### src/rtl/mcBankPkg.sv
package mcBankPkg;
  localparam int OUTER_REGS = 4;
  localparam logic [3:0] OUTER_PAGE = 4'h5;

  typedef struct packed {
    logic       wrOuter;
    logic [1:0] outerIdx;
    logic       wrLatch;
    logic       softClear;
  } mcStrobe_t;
endpackage

### src/rtl/mcMaskMerge.sv
module mcMaskMerge #(
  parameter int W = 8
) (
  input  logic [W-1:0] innerVal,
  input  logic [W-1:0] outerVal,
  input  logic [W-1:0] keepMask,
  output logic [W-1:0] merged
);
  always_comb merged = (innerVal & keepMask) | (outerVal & ~keepMask);
endmodule

### src/rtl/mcOuterCtrl.sv
module mcOuterCtrl import mcBankPkg::*; #(
  parameter int ADDR_W    = 16,
  parameter int DIP_W     = 2,
  parameter int SEL_W     = 3,
  parameter int LATCH_MIN = 5
) (
  input  logic              clk,
  input  logic              rstN,
  input  logic              softRst,
  input  logic              cpuWrEn,
  input  logic [ADDR_W-1:0] cpuAddr,
  input  logic              locked,
  input  logic              modeB,
  input  logic [SEL_W-1:0]  chrSizeSel,
  input  logic [DIP_W-1:0]  reg0Hi,
  output mcStrobe_t         stb,
  output logic              innerAWrStb,
  output logic              innerBWrStb,
  output logic              romRdEn,
  output logic [DIP_W-1:0]  dipVal
);
  logic romSpace;
  logic outerSpace;
  logic latchMode;
  logic liveWr;

  always_comb begin
    liveWr     = cpuWrEn && !softRst;
    romSpace   = cpuAddr[ADDR_W-1];
    outerSpace = (cpuAddr[ADDR_W-1 -: 4] == OUTER_PAGE);
    latchMode  = (chrSizeSel >= SEL_W'(LATCH_MIN));
  end

  always_comb begin
    stb.softClear = softRst;
    stb.wrOuter   = liveWr && outerSpace && !locked;
    stb.outerIdx  = cpuAddr[1:0];
    stb.wrLatch   = liveWr && romSpace && latchMode;
    innerAWrStb   = liveWr && romSpace && !latchMode && !modeB;
    innerBWrStb   = liveWr && romSpace && !latchMode && modeB;
  end

  always_ff @(posedge clk or negedge rstN) begin
    if (!rstN)        dipVal <= '0;
    else if (softRst) dipVal <= dipVal + DIP_W'(1);
  end

  always_comb romRdEn = !((reg0Hi != '0) && (reg0Hi == dipVal));
endmodule

### src/rtl/mcOuterDatapath.sv
module mcOuterDatapath import mcBankPkg::*; #(
  parameter int DATA_W    = 8,
  parameter int NUM_PRG   = 4,
  parameter int NUM_CHR   = 8,
  parameter int SEL_W     = 3,
  parameter int DIP_W     = 2,
  parameter int PRG_SRC_W = 7,
  parameter int PRG_MSK_W = 5,
  parameter int CHR_SRC_W = 10,
  parameter int CHR_MSK_W = 8,
  parameter int PRG_MODE_BIT = 2,
  parameter int CHR_MODE_BIT = 5,
  parameter int LOCK_BIT  = 5,
  parameter int MODE_BIT  = 4,
  localparam int SUB_W    = $clog2(NUM_CHR),
  localparam int CHR_W    = DATA_W + SUB_W
) (
  input  logic                      clk,
  input  logic                      rstN,
  input  mcStrobe_t                 stb,
  input  logic [DATA_W-1:0]         wrData,
  input  logic [DATA_W-1:0]         aPrgLo,
  input  logic [DATA_W-1:0]         aPrgHi,
  input  logic                      aPrgSwap,
  input  logic [NUM_CHR*DATA_W-1:0] aChr,
  input  logic [1:0]                aMirror,
  input  logic [DATA_W-1:0]         bPrgLo,
  input  logic [DATA_W-1:0]         bPrgHi,
  input  logic                      bPrgSwap,
  input  logic [NUM_CHR*DATA_W-1:0] bChr,
  input  logic [1:0]                bMirror,
  output logic [NUM_PRG*DATA_W-1:0] prgBanks,
  output logic [NUM_CHR*CHR_W-1:0]  chrBanks,
  output logic [1:0]                mirror,
  output logic                      locked,
  output logic                      modeB,
  output logic [SEL_W-1:0]          chrSizeSel,
  output logic [DIP_W-1:0]          reg0Hi
);
  logic [DATA_W-1:0] outerReg [OUTER_REGS];
  logic [DATA_W-1:0] latch8;
  logic [OUTER_REGS*DATA_W-1:0] outerFlat;

  always_ff @(posedge clk or negedge rstN) begin
    if (!rstN) begin
      for (int i = 0; i < OUTER_REGS; i++) outerReg[i] <= '0;
      latch8 <= '0;
    end else if (stb.softClear) begin
      for (int i = 0; i < OUTER_REGS; i++) outerReg[i] <= '0;
      latch8 <= '0;
    end else begin
      if (stb.wrOuter) outerReg[stb.outerIdx] <= wrData;
      if (stb.wrLatch) latch8 <= wrData;
    end
  end

  for (genvar r = 0; r < OUTER_REGS; r++) begin : g_flat
    assign outerFlat[r*DATA_W +: DATA_W] = outerReg[r];
  end

  logic [SEL_W-1:0] prgSizeSel;
  always_comb begin
    prgSizeSel = outerReg[2][SEL_W-1:0];
    chrSizeSel = outerReg[2][2*SEL_W-1:SEL_W];
    locked     = outerReg[3][LOCK_BIT];
    modeB      = outerReg[3][MODE_BIT];
    reg0Hi     = outerReg[0][DATA_W-1 -: DIP_W];
  end

  // size masks
  logic [PRG_SRC_W-1:0] prgFull;
  logic [CHR_SRC_W-1:0] chrFull;
  logic [DATA_W-1:0]    prgMask;
  logic [CHR_W-1:0]     chrMask;
  logic [DATA_W-1:0]    chr8Mask;
  logic                 innerPrg;
  logic                 fineChr;

  always_comb begin
    prgFull  = {PRG_SRC_W{1'b1}} >> prgSizeSel;
    chrFull  = {CHR_SRC_W{1'b1}} >> chrSizeSel;
    prgMask  = DATA_W'(prgFull[PRG_MSK_W-1:0]);
    chrMask  = CHR_W'(chrFull[CHR_MSK_W-1:0]);
    chr8Mask = DATA_W'(chrFull[CHR_MSK_W-1:SUB_W]);
    innerPrg = prgFull[PRG_MODE_BIT];
    fineChr  = chrFull[CHR_MODE_BIT];
  end

  // active inner source
  logic [DATA_W-1:0]         selLo;
  logic [DATA_W-1:0]         selHi;
  logic                      selSwap;
  logic [NUM_CHR*DATA_W-1:0] selChr;

  always_comb begin
    selLo   = modeB ? bPrgLo   : aPrgLo;
    selHi   = modeB ? bPrgHi   : aPrgHi;
    selSwap = modeB ? bPrgSwap : aPrgSwap;
    selChr  = modeB ? bChr     : aChr;
    mirror  = modeB ? bMirror  : aMirror;
  end

  // program windows
  logic [DATA_W-1:0] prgInner [NUM_PRG];
  localparam logic [DATA_W-1:0] FIXED_LAST = {DATA_W{1'b1}};
  localparam logic [DATA_W-1:0] FIXED_PREV = {{(DATA_W-1){1'b1}}, 1'b0};

  always_comb begin
    if (innerPrg) begin
      prgInner[0] = selSwap ? FIXED_PREV : selLo;
      prgInner[1] = selHi;
      prgInner[2] = selSwap ? selLo : FIXED_PREV;
      prgInner[3] = FIXED_LAST;
    end else begin
      for (int w = 0; w < NUM_PRG; w++) prgInner[w] = DATA_W'(w);
    end
  end

  for (genvar w = 0; w < NUM_PRG; w++) begin : g_prg
    mcMaskMerge #(.W(DATA_W)) u_mergePrg (
      .innerVal (prgInner[w]),
      .outerVal (outerReg[0]),
      .keepMask (prgMask),
      .merged   (prgBanks[w*DATA_W +: DATA_W])
    );
  end

  // character windows
  logic [DATA_W-1:0] bank8;
  mcMaskMerge #(.W(DATA_W)) u_merge8k (
    .innerVal (latch8),
    .outerVal (outerReg[1]),
    .keepMask (chr8Mask),
    .merged   (bank8)
  );

  logic [CHR_W-1:0] chrOuter;
  always_comb chrOuter = {outerReg[1], {SUB_W{1'b0}}};

  for (genvar c = 0; c < NUM_CHR; c++) begin : g_chr
    logic [CHR_W-1:0] fine;
    mcMaskMerge #(.W(CHR_W)) u_mergeChr (
      .innerVal (CHR_W'(selChr[c*DATA_W +: DATA_W])),
      .outerVal (chrOuter),
      .keepMask (chrMask),
      .merged   (fine)
    );
    assign chrBanks[c*CHR_W +: CHR_W] = fineChr ? fine : {bank8, SUB_W'(c)};
  end
endmodule

### src/rtl/mcOuterBankMixer.sv
module mcOuterBankMixer import mcBankPkg::*; #(
  parameter int ADDR_W  = 16,
  parameter int DATA_W  = 8,
  parameter int NUM_PRG = 4,
  parameter int NUM_CHR = 8
) (
  input  logic                                      clk,
  input  logic                                      rstN,
  input  logic                                      softRst,
  input  logic                                      cpuWrEn,
  input  logic [ADDR_W-1:0]                         cpuAddr,
  input  logic [DATA_W-1:0]                         cpuWrData,
  input  logic [DATA_W-1:0]                         aPrgLo,
  input  logic [DATA_W-1:0]                         aPrgHi,
  input  logic                                      aPrgSwap,
  input  logic [NUM_CHR*DATA_W-1:0]                 aChr,
  input  logic [1:0]                                aMirror,
  input  logic [DATA_W-1:0]                         bPrgLo,
  input  logic [DATA_W-1:0]                         bPrgHi,
  input  logic                                      bPrgSwap,
  input  logic [NUM_CHR*DATA_W-1:0]                 bChr,
  input  logic [1:0]                                bMirror,
  output logic [NUM_PRG*DATA_W-1:0]                 prgBanks,
  output logic [NUM_CHR*(DATA_W+$clog2(NUM_CHR))-1:0] chrBanks,
  output logic [1:0]                                mirror,
  output logic                                      romRdEn,
  output logic                                      innerAWrStb,
  output logic                                      innerBWrStb
);
  localparam int SEL_W = 3;
  localparam int DIP_W = 2;

  mcStrobe_t        stb;
  logic             locked;
  logic             modeB;
  logic [SEL_W-1:0] chrSizeSel;
  logic [DIP_W-1:0] reg0Hi;
  logic [DIP_W-1:0] dipVal;

  mcOuterCtrl #(.ADDR_W(ADDR_W), .DIP_W(DIP_W), .SEL_W(SEL_W)) u_ctrl (
    .clk, .rstN, .softRst, .cpuWrEn, .cpuAddr,
    .locked, .modeB, .chrSizeSel, .reg0Hi,
    .stb, .innerAWrStb, .innerBWrStb, .romRdEn, .dipVal
  );

  mcOuterDatapath #(.DATA_W(DATA_W), .NUM_PRG(NUM_PRG), .NUM_CHR(NUM_CHR),
                    .SEL_W(SEL_W), .DIP_W(DIP_W)) u_dp (
    .clk, .rstN, .stb, .wrData(cpuWrData),
    .aPrgLo, .aPrgHi, .aPrgSwap, .aChr, .aMirror,
    .bPrgLo, .bPrgHi, .bPrgSwap, .bChr, .bMirror,
    .prgBanks, .chrBanks, .mirror,
    .locked, .modeB, .chrSizeSel, .reg0Hi
  );
endmodule

### config.mk
export PLATFORM = sky130hd
export DESIGN_NAME = mcOuterBankMixer
export DESIGN_NICKNAME = d
export VERILOG_FILES = /design/src/rtl/mcBankPkg.sv /design/src/rtl/mcMaskMerge.sv /design/src/rtl/mcOuterCtrl.sv /design/src/rtl/mcOuterDatapath.sv /design/src/rtl/mcOuterBankMixer.sv
export SDC_FILE = /design/constraint.sdc
export NUM_CORES = 1
export LEC_CHECK = 0
export BUFFER_PORTS_ARGS = -buffer_cell sky130_fd_sc_hd__buf_2
export CAP_MARGIN = 15
export CORE_AREA = 4 4 123 125
export DETAILED_ROUTE_END_ITERATION = 10
export DIE_AREA = 0 0 127 129
export GPL_ROUTABILITY_DRIVEN = 0
export PLACE_DENSITY = 0.59
export SLEW_MARGIN = 5
export SYNTH_ARGS = -nofsm -noshare
export SYNTH_HDL_FRONTEND = slang
export SYNTH_SLANG_ARGS = --single-unit
### constraint.sdc
create_clock -name clk -period 1.9 [get_ports clk]
set_input_delay 0 -clock clk [delete_from_list [all_inputs] [get_ports clk]]
set_output_delay 0 -clock clk [all_outputs]
set_load 0.02 [all_outputs]
==> run summary <==
Status: finished, final reports clean
CTS tree: yes
Worst Hold Endpoint: u_dp.reg0Hi[1]
Top-count cell post-synth: mux2i_1
Startpoint Class: register
PortBufs: 296
Root buf cell: clkbuf_16
Sw power: 0.000556 W
Critical Path RT: 1.90 ns
Max-Cap Viols: 0
Combinational share of power: 33.1%
Crit path kind: register to primary output
Synth unique cells: 38
DRC violations left: 0
Initial Util: 22.4%
Ys async rst share: 100%
Die Wd: 127 µm
Adder-cell area share of the yosys netlist: 0%
Final #Nets: 821
Avg Cell Area, Syn: 8.19 µm²
Fill cells: 1,513
Hold Path Class: input port to register
Initial DRC count: 154
CTS max path bufs: 2
CORE AREA: 13,900 µm²
HP Start: cpuWrData[7]
Maximum vdd drop: 0.000356 V
Setup bufs post-CTS: 0
PwrDens: 408 nW/µm²
Vias per inst: 4.38
XOR/XNOR Fraction of Synth Area: 0.846%
Critical path capture point type: primary output
Final Max Slew Viols: 0
RSZ-0062 raised after global routing: no
Fin cells: 807
Final Hold Fails: 0
Layout area overhead: 50.1%
Post-Route WL: 12.7 mm
Dpl hpwl: 10.5 mm
Largest net degree at the start of global routing: 61
Drt first pass iters: 4
EDFF count, synth: 0
Synth area leader: mux2i_1
Antenna Nets Post-Route: 0
Slowest cell on crit path: dfrtp_1
Worst-Margin Slew: 0.616 ns
Synthesized Nets: 573
Via count: 3,532
Sw Ratio: 29.3%
Rel. slew slack: 58.9%
Synth cell count leaders: mux2i_1, buf_4, a21oi_1
Flop pwr share: 34.1%
Reg2Reg Capture Point: u_dp.outerFlat[1]
Die height: 129 µm
Worst hold path stage count: 3
Clock Sinks: 28
First-pass GRT wire length: 17.5 mm
GRT Overall Usage: 13.2%
Layout cells sized above 1: 51.1%
Tmin final: 1.77 ns
Dominant synthesized flop cell: dfrtp_1
Fraction of the mapped netlist area in compound gates: 14.3%
Post-synth top area share: 26.8%
Pre-CTS WS: 0.283 ns
Layout Skew: 0.00496 ns
Mux cell area share after synthesis: 27.9%
Mapped Cells: 379
Placed Instance Area: 4500 µm²
Std cell rows: 43
Vias in the first global route: 3,238
Final Cycle Share: 93.2%
Leak pwr: 2.44 nW
#FFs+latches synth: 28
CTS clock-pin slew for the worst setup and hold paths: 0.07 ns
Simple-Gate Fraction of Synth Area: 20.8%
Area contributors post-synth: mux2i_1, dfrtp_1, buf_4
Fmax: 565 MHz
Seq. cell area: 704 µm²
Setup WS post-layout: 0.129 ns
Max incr delay on CP: 0.49 ns
Crit Path Max Fanout: 16
Avg WL per Cell: 15.7 µm
Worst path cell trace: o21a_2 -> buf_4 -> o21ai_0 -> buf_2
Setup TNS Final: 0 ns
Cells after DPL: 800
Setup violators final: 0
Num CTS Buffers: 3
H-tree Lvls: 1
Area of the die: 16,400 µm²
FF-to-FF Start: u_dp.locked
Largest family of logic cells by synthesized area: multiplexers
Clk_lat worst skew: 0.26 ns
Synthesized area: 3100 µm²
Clock power share: 32.7%
R2R cell count: 3
Power Internal: 0.00134 W
Grt ovf: 0
I/O pin count: 319
Sequential share of the synthesized area: 22.6%
Multi-input logic area: 1990 µm²
Final Cell Area: 4660 µm²
Number of warning messages in the yosys log: 0
Worst Path Arrival: 1.77 ns
Antenna violations before repair: 0
Worst R2R Setup Slack: 0.29 ns
cell type report:
cell class / instances / share of cell area [%]
flip-flops and latches: 28 / 15.1
repair buffers: 308 / 34.6
well taps: 180 / 4.83
clock buffers: 3 / 1.61
multi-input cells: 281 / 42.7
inverters: 5 / 0.403
clock inverters: 1 / 0.645
diodes: 1 / 0.0537
critical path, delay by kind of cell, from the launching register on:
kind,cells,cell delay [ns]
buffers and inverters,2,0.43
DFF,1,0.49
AOI/OAI and AO/OA,2,0.58
how the worst max path moves through the flow:
stage / cells after the start / end / slack (ns) / start
4_1_cts: 5 / chrBanks[59] / 0.04 / u_dp.modeB
3_3_place_gp: 3 / u_dp.reg0Hi[0] / 0.30 / u_dp.locked
2_1_floorplan: 4 / innerBWrStb / 0.29 / u_dp.modeB
6_report: 4 / chrBanks[59] / 0.13 / u_dp.chrSizeSel[1]
3_5_place_dp: 3 / u_dp.outerFlat[1] / 0.28 / u_dp.locked
5_1_grt: 4 / chrBanks[59] / 0.01 / u_dp.chrSizeSel[1]
cells in the final DEF (no fill, tap or decap), types with 2 or more instances in the layout:
cell / synthesis / routed
o21ai_0: 14 / 12
nand4b_1: 2 / 2
nor4bb_1: 2 / 2
nor2b_1: 18 / 18
xnor2_1: 2 / 2
o31ai_1: 2 / 2
buf_4: 37 / 9
a211oi_1: 16 / 16
nor2_1: 28 / 28
nor4b_1: 2 / 2
clkbuf_16: 0 / 4
buf_2: 16 / 296
or4_1: 2 / 2
dfrtp_1: 28 / 27
nand2_1: 18 / 18
nand2b_1: 31 / 31
a21oi_1: 34 / 34
a31oi_1: 3 / 3
inv_1: 5 / 5
and4b_1: 2 / 2
mux2_2: 3 / 3
and2_1: 3 / 3
nand3b_1: 2 / 2
mux2i_1: 83 / 82
state kept, by name (all words and copies together) (netlist names):
name             count
u_ctrl.dipVal        2
u_dp.chrOuter        8
u_dp.chrSizeSel      3
u_dp.latch8          2
u_dp.locked          1
u_dp.modeB           1
u_dp.outerFlat       9
u_dp.reg0Hi          2
cell families (layout without fill, tap and decap cells):
kind of cell,after synthesis,after routing
muxes,86,86
AOI/OAI and AO/OA,75,75
other,0,1
and+or+nand+nor,117,117
DFF,28,28
buffers and inverters,70,317
xor gates and xnor gates,3,3
per-stage QoR:
step / hold slack (ns) / power [W] / utilization (%)
5_1_grt: 0.0378 / 0.00200 / 33.5
6_report: 0.0232 / 0.00190 / 33.6
3_3_place_gp: 0.0598 / 0.00128 / 32.4
2_1_floorplan: -0.296 / 0.000974 / -
4_1_cts: 0.0201 / 0.00192 / 33.3
3_5_place_dp: 0.0585 / 0.00129 / 32.4
per-layer routing:
metal | up-vias | global-route usage (%) | routed length [µm]
li1 | 1793 | - | -
met1 | 1575 | 17.9 | 5610
met2 | 154 | 22.2 | 6050
met3 | 10 | 2.28 | 869
met4 | 0 | 2.59 | 159
met5 | - | 0 | 0
what timing repair did:
| item | in CTS | in global routing |
|---|---|---|
| hold buffers | 1 | 0 |
| endpoints found under the setup margin | 0 | 4 |
| gates resized for setup | 0 | 4 |
| hold endpoints to repair | 28 | 0 |
power groups by stage:
stage	Clock, W	Sequential [W]	Combinational [W]
6_report	0.000621	0.000648	0.000629
5_1_grt	0.000661	0.000653	0.000688
4_1_cts	0.000637	0.000649	0.000636
3_5_place_dp	0	0.000660	0.000631
3_3_place_gp	0	0.000659	0.000625
2_1_floorplan	0	0.000653	0.000321
Power figures use the tool's default switching activity.
